===== config.mk =====
export PLATFORM = sky130hd
export DESIGN_NAME = pciSingleInit
export DESIGN_NICKNAME = d
export VERILOG_FILES = /design/src/rtl/pciSeqPkg.sv /design/src/rtl/pciSeqCtrl.sv /design/src/rtl/pciSeqDp.sv /design/src/rtl/pciSingleInit.sv
export SDC_FILE = /design/constraint.sdc
export NUM_CORES = 1
export LEC_CHECK = 0
export ABC_AREA = 0
export BUFFER_PORTS_ARGS = -buffer_cell sky130_fd_sc_hd__buf_2
export CAP_MARGIN = 20
export CORE_UTILIZATION = 35
export CTS_BUF_LIST = sky130_fd_sc_hd__clkbuf_4
export CTS_CLUSTER_DIAMETER = 150
export DETAILED_ROUTE_END_ITERATION = 8
export GPL_ROUTABILITY_DRIVEN = 0
export HOLD_SLACK_MARGIN = 0.05
export PLACE_DENSITY_LB_ADDON = 0.08
export REMOVE_ABC_BUFFERS = 1
export SLEW_MARGIN = 30
export SYNTH_ARGS = -nofsm -noshare
export SYNTH_HDL_FRONTEND = slang
export SYNTH_SLANG_ARGS = --single-unit

===== constraint.sdc =====
create_clock -name clk -period 1.4 [get_ports clk]
set_input_delay 0 -clock clk [delete_from_list [all_inputs] [get_ports clk]]
set_output_delay 0 -clock clk [all_outputs]
set_load 0.1 [all_outputs]

===== src/rtl/pciSeqPkg.sv =====
package pciSeqPkg;
  typedef enum logic [2:0] {
    ST_IDLE,
    ST_ADDR,
    ST_DATA,
    ST_HOLD,
    ST_END
  } seqState_t;

  typedef struct packed {
    logic latchReq;   // take request fields, drive address clock
    logic enterData;  // switch to data clock
    logic captureRd;  // sample the bus into read data
    logic dropAd;     // stop driving the write data
  } dpStrobe_t;
endpackage


===== src/rtl/pciSeqCtrl.sv =====
module pciSeqCtrl
  import pciSeqPkg::*;
(
  input  logic      clk,
  input  logic      rstN,
  input  logic      reqValid,
  input  logic      reqWrite,
  input  logic      grant,
  input  logic      busFrameN,
  input  logic      busIrdyN,
  input  logic      devselN,
  input  logic      trdyN,
  output logic      frameN,
  output logic      irdyN,
  output logic      ctrlOe,
  output logic      done,
  output dpStrobe_t strobe
);
  seqState_t state, nxt;
  logic      isWr;
  logic      canStart;

  assign canStart = reqValid && grant && busFrameN && busIrdyN;

  always_comb begin
    nxt    = state;
    strobe = '0;
    unique case (state)
      ST_IDLE: if (canStart) begin
        nxt             = ST_ADDR;
        strobe.latchReq = 1'b1;
      end
      ST_ADDR: begin
        nxt              = ST_DATA;
        strobe.enterData = 1'b1;
      end
      ST_DATA: if (!devselN && !trdyN) begin
        nxt              = isWr ? ST_HOLD : ST_END;
        strobe.captureRd = !isWr;
      end
      ST_HOLD: if (trdyN) begin
        nxt           = ST_END;
        strobe.dropAd = 1'b1;
      end
      ST_END:  nxt = ST_IDLE;
      default: nxt = ST_IDLE;
    endcase
  end

  always_ff @(posedge clk or negedge rstN) begin
    if (!rstN) begin
      state  <= ST_IDLE;
      frameN <= 1'b1;
      irdyN  <= 1'b1;
      ctrlOe <= 1'b0;
      done   <= 1'b0;
      isWr   <= 1'b0;
    end else begin
      state  <= nxt;
      frameN <= (nxt != ST_ADDR);
      irdyN  <= (nxt != ST_DATA);
      ctrlOe <= (nxt != ST_IDLE);
      done   <= (nxt == ST_END) && (state != ST_END);
      if (strobe.latchReq) isWr <= reqWrite;
    end
  end

  AST_NO_DUAL_LOW: assert property (@(posedge clk) disable iff (!rstN)
    !(!frameN && !irdyN));
  AST_FRAME_ONE_CLOCK: assert property (@(posedge clk) disable iff (!rstN)
    !frameN |=> frameN);
  AST_FRAME_TO_IRDY: assert property (@(posedge clk) disable iff (!rstN)
    !frameN |=> !irdyN);
  AST_WAIT_FOR_CLAIM: assert property (@(posedge clk) disable iff (!rstN)
    (!irdyN && devselN) |=> (!irdyN && !done));
  AST_DONE_PULSE: assert property (@(posedge clk) disable iff (!rstN)
    done |=> (!done && !ctrlOe));
  AST_HOLDOFF: assert property (@(posedge clk) disable iff (!rstN)
    (state == ST_IDLE && (!grant || !busFrameN || !busIrdyN)) |=> frameN);
endmodule


===== src/rtl/pciSeqDp.sv =====
module pciSeqDp
  import pciSeqPkg::*;
#(
  parameter int ADW = 32
) (
  input  logic             clk,
  input  logic             rstN,
  input  dpStrobe_t        strobe,
  input  logic             reqWrite,
  input  logic [ADW-1:0]   reqAddr,
  input  logic [3:0]       reqCmd,
  input  logic [ADW/8-1:0] reqBe,
  input  logic [ADW-1:0]   reqWdata,
  input  logic [ADW-1:0]   adIn,
  output logic [ADW-1:0]   adOut,
  output logic             adOe,
  output logic [3:0]       cbeN,
  output logic [ADW-1:0]   rdData
);
  localparam int BEW = ADW / 8;

  logic [BEW-1:0] beQ;
  logic [ADW-1:0] wdQ;
  logic           wrQ;

  always_ff @(posedge clk or negedge rstN) begin
    if (!rstN) begin
      adOut  <= '0;
      adOe   <= 1'b0;
      cbeN   <= '1;
      rdData <= '0;
      beQ    <= '1;
      wdQ    <= '0;
      wrQ    <= 1'b0;
    end else begin
      if (strobe.latchReq) begin
        adOut <= reqAddr;
        adOe  <= 1'b1;
        cbeN  <= reqCmd;
        beQ   <= reqBe;
        wdQ   <= reqWdata;
        wrQ   <= reqWrite;
      end
      if (strobe.enterData) begin
        cbeN <= beQ[3:0];
        adOe <= wrQ;
        if (wrQ) adOut <= wdQ;
      end
      if (strobe.captureRd) rdData <= adIn;
      if (strobe.dropAd)    adOe   <= 1'b0;
    end
  end

  AST_READ_RELEASES_BUS: assert property (@(posedge clk) disable iff (!rstN)
    (strobe.enterData && !wrQ) |=> !adOe);
endmodule


===== src/rtl/pciSingleInit.sv =====
module pciSingleInit
  import pciSeqPkg::*;
#(
  parameter int ADW = 32
) (
  input  logic             clk,
  input  logic             rstN,
  input  logic             reqValid,
  input  logic             reqWrite,
  input  logic [ADW-1:0]   reqAddr,
  input  logic [3:0]       reqCmd,
  input  logic [ADW/8-1:0] reqBe,
  input  logic [ADW-1:0]   reqWdata,
  output logic [ADW-1:0]   rdData,
  output logic             done,
  input  logic             grant,
  input  logic             busFrameN,
  input  logic             busIrdyN,
  input  logic             devselN,
  input  logic             trdyN,
  input  logic [ADW-1:0]   adIn,
  output logic [ADW-1:0]   adOut,
  output logic             adOe,
  output logic [3:0]       cbeN,
  output logic             frameN,
  output logic             irdyN,
  output logic             ctrlOe
);
  dpStrobe_t strobe;

  pciSeqCtrl i_ctrl (
    .clk       (clk),
    .rstN      (rstN),
    .reqValid  (reqValid),
    .reqWrite  (reqWrite),
    .grant     (grant),
    .busFrameN (busFrameN),
    .busIrdyN  (busIrdyN),
    .devselN   (devselN),
    .trdyN     (trdyN),
    .frameN    (frameN),
    .irdyN     (irdyN),
    .ctrlOe    (ctrlOe),
    .done      (done),
    .strobe    (strobe)
  );

  pciSeqDp #(.ADW(ADW)) i_dp (
    .clk      (clk),
    .rstN     (rstN),
    .strobe   (strobe),
    .reqWrite (reqWrite),
    .reqAddr  (reqAddr),
    .reqCmd   (reqCmd),
    .reqBe    (reqBe),
    .reqWdata (reqWdata),
    .adIn     (adIn),
    .adOut    (adOut),
    .adOe     (adOe),
    .cbeN     (cbeN),
    .rdData   (rdData)
  );

  AST_ADDR_DRIVEN: assert property (@(posedge clk) disable iff (!rstN)
    !frameN |-> (adOe && ctrlOe));
  AST_WRITE_DATA_KEPT: assert property (@(posedge clk) disable iff (!rstN)
    (!irdyN && adOe) |=> adOe);
endmodule


# Word-level counts from Yosys, hierarchy flattened
# Cells that the tools add are included.
dict set report op_classes {
  n_mux 20
  n_eq_ne 7
  n_reduce_logical 12
}
# op n
set ops {}
lappend ops {{$mux 32} 3}
lappend ops {{$mux 3} 4}
lappend ops {{$pmux 3 s4} 1}
lappend ops {{$mux 1} 10}
lappend ops {{$mux 4} 2}
lappend ops {{$eq 3x2->1 const B} 2}
lappend ops {{$reduce_bool 3->1} 2}
lappend ops {{$logic_and 1x1->1} 5}
lappend ops {{$eq 3x1->1 const B} 1}
lappend ops {{$eq 3x3->1 const B} 1}
lappend ops {{$logic_not 1->1} 3}
lappend ops {{$logic_not 3->1} 1}
lappend ops {{$ne 3x1->1 const B} 1}
lappend ops {{$ne 3x2->1 const B} 1}
lappend ops {{$ne 3x3->1 const B} 1}
lappend ops {{$reduce_bool 2->1} 1}
dict set report word_totals {
  ff_bits 113
  input_bits 113
}

# Depth between registers and ports, before layout
# Gate-level depths: netlist of run 1.
dict set report depth {
  word_depth 8
  mapped_depth 7
  mapped_depth_nobuf 4
}

# By module
# From an unflattened synthesis of run 1, not the netlist that was laid out.
dict set report hier_totals {
  hier_cells 340
  hier_area_um2 4674.5
}
# module instances area_each_um2 cells_per_inst
set by_module_without_submodules {}
lappend by_module_without_submodules {pciSeqDp 1 4342.9 311}
lappend by_module_without_submodules {pciSeqCtrl 1 331.6 29}

# Least setup slack after synthesis of run 1
# No wires, ideal clock.
dict set report synth_timing {
  path_type {register to register}
  start {reg i_ctrl.state[0]}
  end {reg i_dp.wdQ[20]}
  stages_incl_launch_ff 7
  required_time_ps 1275
  setup_slack_ps -177
  arrival_time_ps 1453
  cell_sequence {dfrtp_1 -> nand4bb_1 -> buf_2 -> nor2_2 -> buf_6 -> buf_6 -> mux2_2}
}
dict set report synth_via {
  elab_chain_cells 2
}
# item line
set synth_rtl {}
lappend synth_rtl {{from (decl)} pciSeqCtrl.sv:19} ;# seqState_t state, nxt;
lappend synth_rtl {{from (signal assigned)} pciSeqCtrl.sv:59} ;# state <= nxt;
lappend synth_rtl {{$logic_not 3->1} pciSeqCtrl.sv:28} ;# unique case (state)
lappend synth_rtl {{$mux 1} pciSeqCtrl.sv:28}
lappend synth_rtl {{to (signal assigned)} pciSeqDp.sv:41} ;# wdQ <= reqWdata;
lappend synth_rtl {{to (decl)} pciSeqDp.sv:23} ;# logic [ADW-1:0] wdQ;
# No other way between the ends.
# A chain may end at the register's enable or synchronous reset.

# Worst setup path in the final report of run 1
dict set report layout_timing {
  start {reg i_ctrl.state[0]}
  end {reg i_dp.adOut[27]}
}
dict set report layout_via {
  elab_chain_cells 5
  word_cells_on_any_way 7
}
# item line
set layout_rtl {}
lappend layout_rtl {{$logic_not 3->1} pciSeqCtrl.sv:28}
lappend layout_rtl {{$mux 1} pciSeqCtrl.sv:28}
lappend layout_rtl {{$mux 32} pciSeqDp.sv:36} ;# if (strobe.latchReq) begin
lappend layout_rtl {{$mux 32} pciSeqDp.sv:47} ;# if (wrQ) adOut <= wdQ;
lappend layout_rtl {{$mux 32 *} pciSeqDp.sv:44} ;# if (strobe.enterData) begin
lappend layout_rtl {{to (signal assigned)} pciSeqDp.sv:37} ;# adOut <= reqAddr;
lappend layout_rtl {{to (signal assigned)} pciSeqDp.sv:47}
lappend layout_rtl {{to (decl)} pciSeqDp.sv:15} ;# output logic [ADW-1:0] adOut,
# Every way passes the cells marked *; elsewhere a longest branch is shown, timed or not.

==> results of run 1 <==
## path summary, 6_finish.rpt
path	endpoint	cells past startpoint
min	i_dp.cbeN[1]$_DFFE_PN1P_	2
min in group clk	i_ctrl.irdyN$_DFF_PN1_	7
max reg2reg	i_dp.adOut[27]$_DFF_PN0_	6
max	i_dp.adOut[27]$_DFF_PN0_	6
max in group asynchronous	i_dp.adOe$_DFFE_PN0P_	3
min reg2reg	i_dp.rdData[0]$_DFFE_PN0P_	1
## metrics by stage
stage / hold WS [ps] / area, µm² / worst slack (ps) / setup TNS [ps]
floorplan: -295.6 / 4768 / -1665 / -98410
global placement: -11.19 / 6260 / -197.5 / -14350
detailed placement: -15.44 / 6260 / -226.0 / -17560
CTS: 94.27 / 8066 / -164.2 / -16790
global route: 110.5 / 8243 / -250.7 / -18830
finish: 135.2 / 8243 / -181.0 / -13320
## final cells by class
class	instances	area (µm²)
Clock buffer	23	172.7
Multi-Input combinational cell	242	2246
Inverter	4	17.52
Timing Repair Buffer	339	2674
Sequential cell	113	2841
Clock inverter	9	66.31
Tap cell	180	225.2
Fill cell	1211	5638
## worst max-delay path, cell delays in order (launching register included)
cell      delay [ps]
dfrtp_2          450
buf_6            130
and4bb_4         380
buf_4            140
buf_12           130
a41oi_2          130
a21oi_2          150
## layout by cell type (no fill, tap or decap), types with 2 or more instances in the layout
| cell | n |
|---|---|
| clkinv_1 | 5 |
| a21oi_2 | 5 |
| a41oi_1 | 19 |
| mux2_4 | 67 |
| dfstp_2 | 10 |
| a41oi_2 | 17 |
| buf_12 | 12 |
| buf_4 | 26 |
| buf_6 | 7 |
| mux2_2 | 2 |
| dfrtp_1 | 102 |
| clkbuf_4 | 31 |
| buf_2 | 170 |
| clkinv_2 | 2 |
| buf_8 | 4 |
| nor2_1 | 40 |
| inv_1 | 3 |
| nand2_1 | 2 |
| buf_16 | 3 |
| o21ai_0 | 38 |
| and4bb_4 | 2 |
| dlygate4sd3_1 | 108 |
| a21oi_1 | 33 |
## sequential cells by signal (all words and copies together) (netlist names)
name / cells
i_ctrl.done: 1
i_dp.adOut: 32
i_ctrl.frameN: 1
i_dp.adOe: 1
i_dp.rdData: 32
i_ctrl.ctrlOe: 1
i_ctrl.irdyN: 1
i_ctrl.isWr: 1
i_dp.cbeN: 4
i_dp.wdQ: 32
i_dp.beQ: 4
i_ctrl.state: 3
## timing repair
action | 4_1_cts | 5_1_grt
pin swaps | 46 | 21
gates resized for setup | 52 | 51
endpoints found under the setup margin | 117 | 120
hold buffers | 109 | 0
buffers inserted | 11 | 2
endpoints found under the hold margin | 225 | 0
gates cloned | 6 | 1
## layer usage
layer,track usage,vias up
met5,0,-
met4,0.08333,0
met3,0.05639,19
met2,0.3864,143
met1,0.2781,2295
li1,-,2096
## power by group through the flow
stage / Combinational (W) / Clock, W / Sequential [W]
finish: 0.0126 / 0.00214 / 0.00576
global route: 0.0131 / 0.00235 / 0.00596
CTS: 0.0123 / 0.00223 / 0.00573
detailed placement: 0.0115 / 0 / 0.00576
global placement: 0.0115 / 0 / 0.00570
floorplan: 0.00213 / 0 / 0.0130
## cells by family after synthesis
family                 Yosys count  synth area share
AOI/OAI and AO/OA              117            0.1472
DFF                            113            0.5714
muxes                           69            0.1790
and+or+nand+nor                 56           0.05865
buffers and inverters           40           0.04380
==> key figures, run 1 <==
Run status
  – Result of the run: finished with violations
  – Failing checks: setup timing

Die
  – Total Die Area: 0.01468 mm²
  – Core area: 0.01388 mm²
  – Floorplan die width: 121.2 µm
  – Starting Density: 0.3581
  – Ports placed on the boundary: 186
  – FP Rows: 43
  – Overall die height: 121.2 µm

Finish
  – Fin nets: 830
  – Share of post-route cells with drive strength above 1: 0.5082
  – Antenna cells: 0
  – Post-route core utilization: 0.5938
  – Area growth from synthesis to layout: 65.82%
  – Post-route non-filler standard cell count: 910

Global routing
  – Largest net degree at the start of global routing: 37
  – Residual overflow from global routing: 0
  – Number of antenna violations at the first check in global routing: 0
  – Via count of the first global-routing pass: 4868
  – Global router's overall resource usage: 0.2273
  – First-pass GRT wire length: 25030 µm

Yosys
  – Average footprint of a synthesized cell: 12.58 µm²
  – Async set-reset flop share out of synthesis: 1.000
  – Post-synth top area cell: dfrtp_1
  – Area share of the largest cell type after synthesis: 0.5185
  – Leading post-synthesis cells by cell area: dfrtp_1 (52%), mux2_4 (9.1%), mux2_2 (8.8%)
  – Yosys warnings: 0
  – Most instantiated cells after synthesis: dfrtp_1 (103), nor2_1 (40), mux2_2 (39), o21ai_0 (39), a21oi_1 (38)
  – Post-synth design cell area: 0.004971 mm²
  – Predominant post-synthesis flop cell: dfrtp_1
  – Register bit count reported by yosys: 113
  – Number of flops mapped to enable cells by yosys: 0
  – Post-synth cell types: 32
  – Number of instances in the synthesized netlist: 395
  – Cell with the most instances after synthesis: dfrtp_1
  – Proportion of synthesized chip area in sequential cells: 0.5714

Timing
  – Final Hold Vio Count: 0
  – Final worst setup slack: -181.0 ps
  – Fin. max-slew vios: 0
  – Max-slew headroom: 0.6656
  – Portion of the clock cycle consumed by the worst path in the final layout: 1.129
  – Setup Viol. Count Final: 105
  – Crit path time final: 1581 ps
  – Fmax achieved: 0.6325 GHz
  – Pin slew with the least headroom to its limit: 505.1 ps
  – Max Clock Skew: 16.39 ps
  – Setup repair after global routing missed its margin: yes

Clock tree
  – Number of CTS-inserted buffers: 17
  – Clock Tree Buf Depth: 2
  – TritonCTS clock tree: built
  – Clock Latency Late Sink: 510 ps
  – CTS root buffer: clkbuf_4
  – Clock transition time at the flip-flop clock pins of the worst setup and hold paths: 100 ps
  – H-tree levels: 4
  – Number of clock sinks: 113

Routing
  – Max layer used: met4
  – Vias: 4553
  – Average wire per standard cell: 17.93 µm
  – Number of DRC violations after detailed routing: 0
  – DR vias/cell: 5.003
  – DRC violation total after the first TritonRoute iteration: 192
  – Met2 wire len: 8242 µm
  – First-pass iteration count of the detailed router: 4
  – Drt total wl: 16320 µm
  – Wl on met1: 7073 µm
  – Routed met3 length: 703 µm
  – Antenna-violating nets left: 0

Pwr
  – Sw frac: 0.5530
  – Sw Pwr: 0.01135 W
  – Share of total power in combinational logic: 0.615
  – Sum of internal, switching and leakage power: 0.02053 W
  – Portion of total power attributed to the clock network: 0.104
  – Peak ir drop on the vdd network: 1.904 mV
  – Design internal power: 0.009176 W
  – Ratio of total power to cell area: 2490 mW/mm²
  – Static power due to leakage: 3.887 nW
  – Reg power frac: 0.281

Worst setup path
  – Reg-to-reg startpoint: i_ctrl.state[0]$_DFF_PN0_
  – Setup CP Type: flop to flop
  – Kind of capture point of the worst setup path: flop
  – Crit path max fanout: 7
  – Data required time of the critical path: 1840 ps
  – R2R setup slack: -180 ps
  – Startpoint Class: flop
  – Critical path data arrival time: 2020 ps
  – Startpoint of the most critical setup path: i_ctrl.state[0]$_DFF_PN0_

Place
  – Placed cell count: 752
  – Count of buffers inserted at the top-level ports: 185
  – Total half-perimeter wirelength after legalization and detailed placement: 9218 µm

Min path
  – Min-Delay Path Class: input pin to async pin

Job
  – Max-Cap Viols: 0
No activity file was read; power rests on OpenSTA's default activity.
==> inputs of run 2 (changes only) <==
Settings changed: CORE_UTILIZATION 35 to 30, SYNTH_HIERARCHICAL set to 1.
==> run 2 against run 1 <==
  * The run still ends with setup timing left
  * Via count down 14%
  * Fmax down 12%
  * Sequential share of layout area up 1.6 points
  * Hold slack better by 97 ps
  * Cell count down 4.3%
  * Core utilization down 7.1 points
  * First-iteration DRC count down 44%
  * Final area down 3.5%
  * Routed wire length down 18%
  * Clock skew down 3.2 ps
  * Register-to-register slack worse by 220 ps
  * Largest cell class unchanged
==> key figures, run 2 <==
Clock tree
  – Number of clock sinks: 114
  – Clock Tree Buf Depth: 2
  – TritonCTS clock tree: built
  – CTS root buffer: clkbuf_4
  – Clock transition time at the flip-flop clock pins of the worst setup and hold paths: 100 ps
  – Clock Latency Late Sink: 520 ps
  – H-tree levels: 4
  – Number of CTS-inserted buffers: 17

Finish
  – Antenna cells: 0
  – Area growth from synthesis to layout: 70.13%
  – Fin nets: 783
  – Leading registers by flop count: i_dp/adOut (32), i_dp/rdData (32), i_dp/wdQ (32)
  – Most frequent standard cell in the layout excluding fill and tap cells: buf_2
  – Share of post-route cells with drive strength above 1: 0.5066
  – Commonest cells after routing, fill and taps aside: buf_2 (152), dlygate4sd3_1 (113), dfrtp_1 (104)
  – Number of fillers in the final layout: 1347

Timing
  – Crit path time final: 1802 ps
  – Setup repair after global routing missed its margin: yes
  – Setup Viol. Count Final: 112
  – Max Clock Skew: 13.16 ps
  – Setup TNS: -35250 ps
  – Fin. max-slew vios: 0
  – Max-slew headroom: 0.4545
  – Pin slew with the least headroom to its limit: 815.6 ps
  – Fmax achieved: 0.5548 GHz
  – Final Hold Vio Count: 0
  – Final worst setup slack: -402.4 ps
  – Portion of the clock cycle consumed by the worst path in the final layout: 1.287

Routing
  – DRC violation total after the first TritonRoute iteration: 107
  – Routed met3 length: 798 µm
  – First-pass iteration count of the detailed router: 4
  – Drt total wl: 13430 µm
  – Wl on met1: 5993 µm
  – DR vias/cell: 4.494
  – Vias: 3914
  – Average wire per standard cell: 15.41 µm
  – Max layer used: met4
  – Antenna-violating nets left: 0
  – Met2 wire len: 6407 µm
  – Number of DRC violations after detailed routing: 0

Worst setup path
  – Setup CP Type: flop to flop
  – Data required time of the critical path: 1800 ps
  – Critical path data arrival time: 2210 ps
  – Crit-path slowest cell: or4_4
  – Slowest cell delay on critical path: 520 ps
  – Crit path max fanout: 8
  – Buffering stage count on the worst path with inverters included: 2
  – Kind of capture point of the worst setup path: flop
  – Startpoint Class: flop
  – CP cell instances: or4_4 > nor2_4 > buf_4 > clkbuf_16 > mux2_2
  – Kind of cell adding the most delay to the critical path: simple AND/OR/NAND/NOR gates

Global routing
  – Via count of the first global-routing pass: 4276
  – Number of antenna violations at the first check in global routing: 0
  – Residual overflow from global routing: 0
  – Global router's overall resource usage: 0.1728
  – First-pass GRT wire length: 21220 µm
  – Largest net degree at the start of global routing: 50

Yosys
  – Yosys warnings: 6
  – Post-synth cell types: 28
  – Predominant post-synthesis flop cell: dfrtp_1
  – Leading post-synthesis cells by cell area: dfrtp_1 (56%), mux2_2 (16%), mux2i_1 (7.7%)
  – Post-synth design cell area: 0.004674 mm²
  – Number of flops mapped to enable cells by yosys: 0
  – Average footprint of a synthesized cell: 13.75 µm²
  – Area share of the largest cell type after synthesis: 0.5567
  – Post-synth top area cell: dfrtp_1
  – Most instantiated cells after synthesis: dfrtp_1 (104), mux2_2 (67), mux2i_1 (36), o21ai_1 (36), nand3_1 (32)
  – Register bit count reported by yosys: 114
  – Number of instances in the synthesized netlist: 340
  – Proportion of synthesized chip area in sequential cells: 0.6130
  – Async set-reset flop share out of synthesis: 1.000
  – Cell with the most instances after synthesis: dfrtp_1

Job
  – Max-Cap Viols: 0

Die
  – FP Rows: 45
  – Core area: 0.01520 mm²
  – Ports placed on the boundary: 186
  – Starting Density: 0.3075
  – Total Die Area: 0.01608 mm²
  – Floorplan die width: 126.8 µm
  – Overall die height: 126.8 µm

Min path
  – Min-Delay Path Class: input pin to flop

Run status
  – Result of the run: finished with violations
  – Failing checks: setup timing

Place
  – Pre-CTS setup slack: -427.8 ps
  – Total half-perimeter wirelength after legalization and detailed placement: 7909 µm
  – Count of buffers inserted at the top-level ports: 185
## run 2: cell types whose count changed in the layout (fill, tap and decap cells not counted), sizes merged, moves of 3 or more
cell | before | now
nand3 | 1 | 32
a41oi | 36 | 0
nor2 | 41 | 3
buf | 222 | 194
clkbuf | 32 | 51
o21ai | 39 | 36
a21oi | 38 | 4
dlygate4sd3 | 108 | 113
mux2i | 0 | 36
## run 2: cells by family (layout without fill, tap and decap cells)
| group | Yosys count | in the layout | share of synthesized area |
|---|---|---|---|
| simple gates | 50 | 50 | 0.05541 |
| compound gates | 43 | 43 | 0.04765 |
| buf+inv | 27 | 370 | 0.03747 |
| mux | 106 | 106 | 0.2465 |
| flops | 114 | 114 | 0.6130 |
## run 2: tightest hold or removal path, delay by kind of cell
| kind | cells | cell delay, ps |
|---|---|---|
| muxes | 1 | 110 |
| buffers and inverters | 2 | 610 |
## run 2: what timing repair did
item / 4_1_cts / 5_1_grt
endpoints found under the hold margin: 228 / 0
gates cloned: 3 / 5
pin swaps: 3 / 2
buffers inserted: 6 / 3
resized for setup: 61 / 51
hold buffers: 113 / 0
setup endpoints to repair: 117 / 137
## run 2: metrics by stage
stage / instance area [µm²] / cells / hold slack (ps) / util
2_1_floorplan: 4507 / 315 / -295.6 / -
3_3_place_gp: 5959 / 712 / -62.82 / 0.3920
3_5_place_dp: 5959 / 712 / -62.36 / 0.3920
4_1_cts: 7711 / 866 / 173.8 / 0.5072
5_1_grt: 7953 / 871 / 163.3 / 0.5231
6_report: 7953 / 871 / 231.9 / 0.5231
## run 2: final timing paths
kind | startpoint | endpoint | slack, ps | cells past startpoint
setup / recovery | i_ctrl/state[0]$_DFF_PN0_ | i_dp/rdData[25]$_DFFE_PN0P_ | -400 | 5
hold / removal | adIn[5] | i_dp/rdData[5]$_DFFE_PN0P_ | 230 | 3
setup reg to reg | i_ctrl/state[0]$_DFF_PN0_ | i_dp/rdData[25]$_DFFE_PN0P_ | -400 | 5
hold reg to reg | i_dp/beQ[1]$_DFFE_PN1P_ | i_dp/cbeN[1]$_DFFE_PN1P_ | 480 | 2
max in group asynchronous | rstN | i_dp/wdQ[5]$_DFFE_PN0P_ | 220 | 3
min in group asynchronous | rstN | i_dp/adOut[21]$_DFF_PN0_ | 660 | 3
## run 2: layout make-up
| cell class | instances | area (µm²) | area share |
|---|---|---|---|
| Sequential cell | 114 | 2865 | 0.3603 |
| Clock buffer | 23 | 172.7 | 0.02171 |
| Multi-Input combinational cell | 199 | 1858 | 0.2336 |
| Timing Repair Buffer | 335 | 2704 | 0.3400 |
| Inverter | 2 | 20.02 | 0.002517 |
| Timing Repair inverter | 1 | 8.758 | 0.001101 |
| Tap cell | 188 | 235.2 | 0.02958 |
| Clock inverter | 9 | 88.84 | 0.01117 |
## run 2: layer usage
layer	vias up	GRT usage
met1	1878	0.2081
met5	-	0
li1	1879	-
met4	0	0.06793
met2	142	0.2860
met3	15	0.05694
Power of run 2 is left out: the tool's default activity adds up to more than one toggle a clock period on the data nets, which glitch-free logic cannot reach.
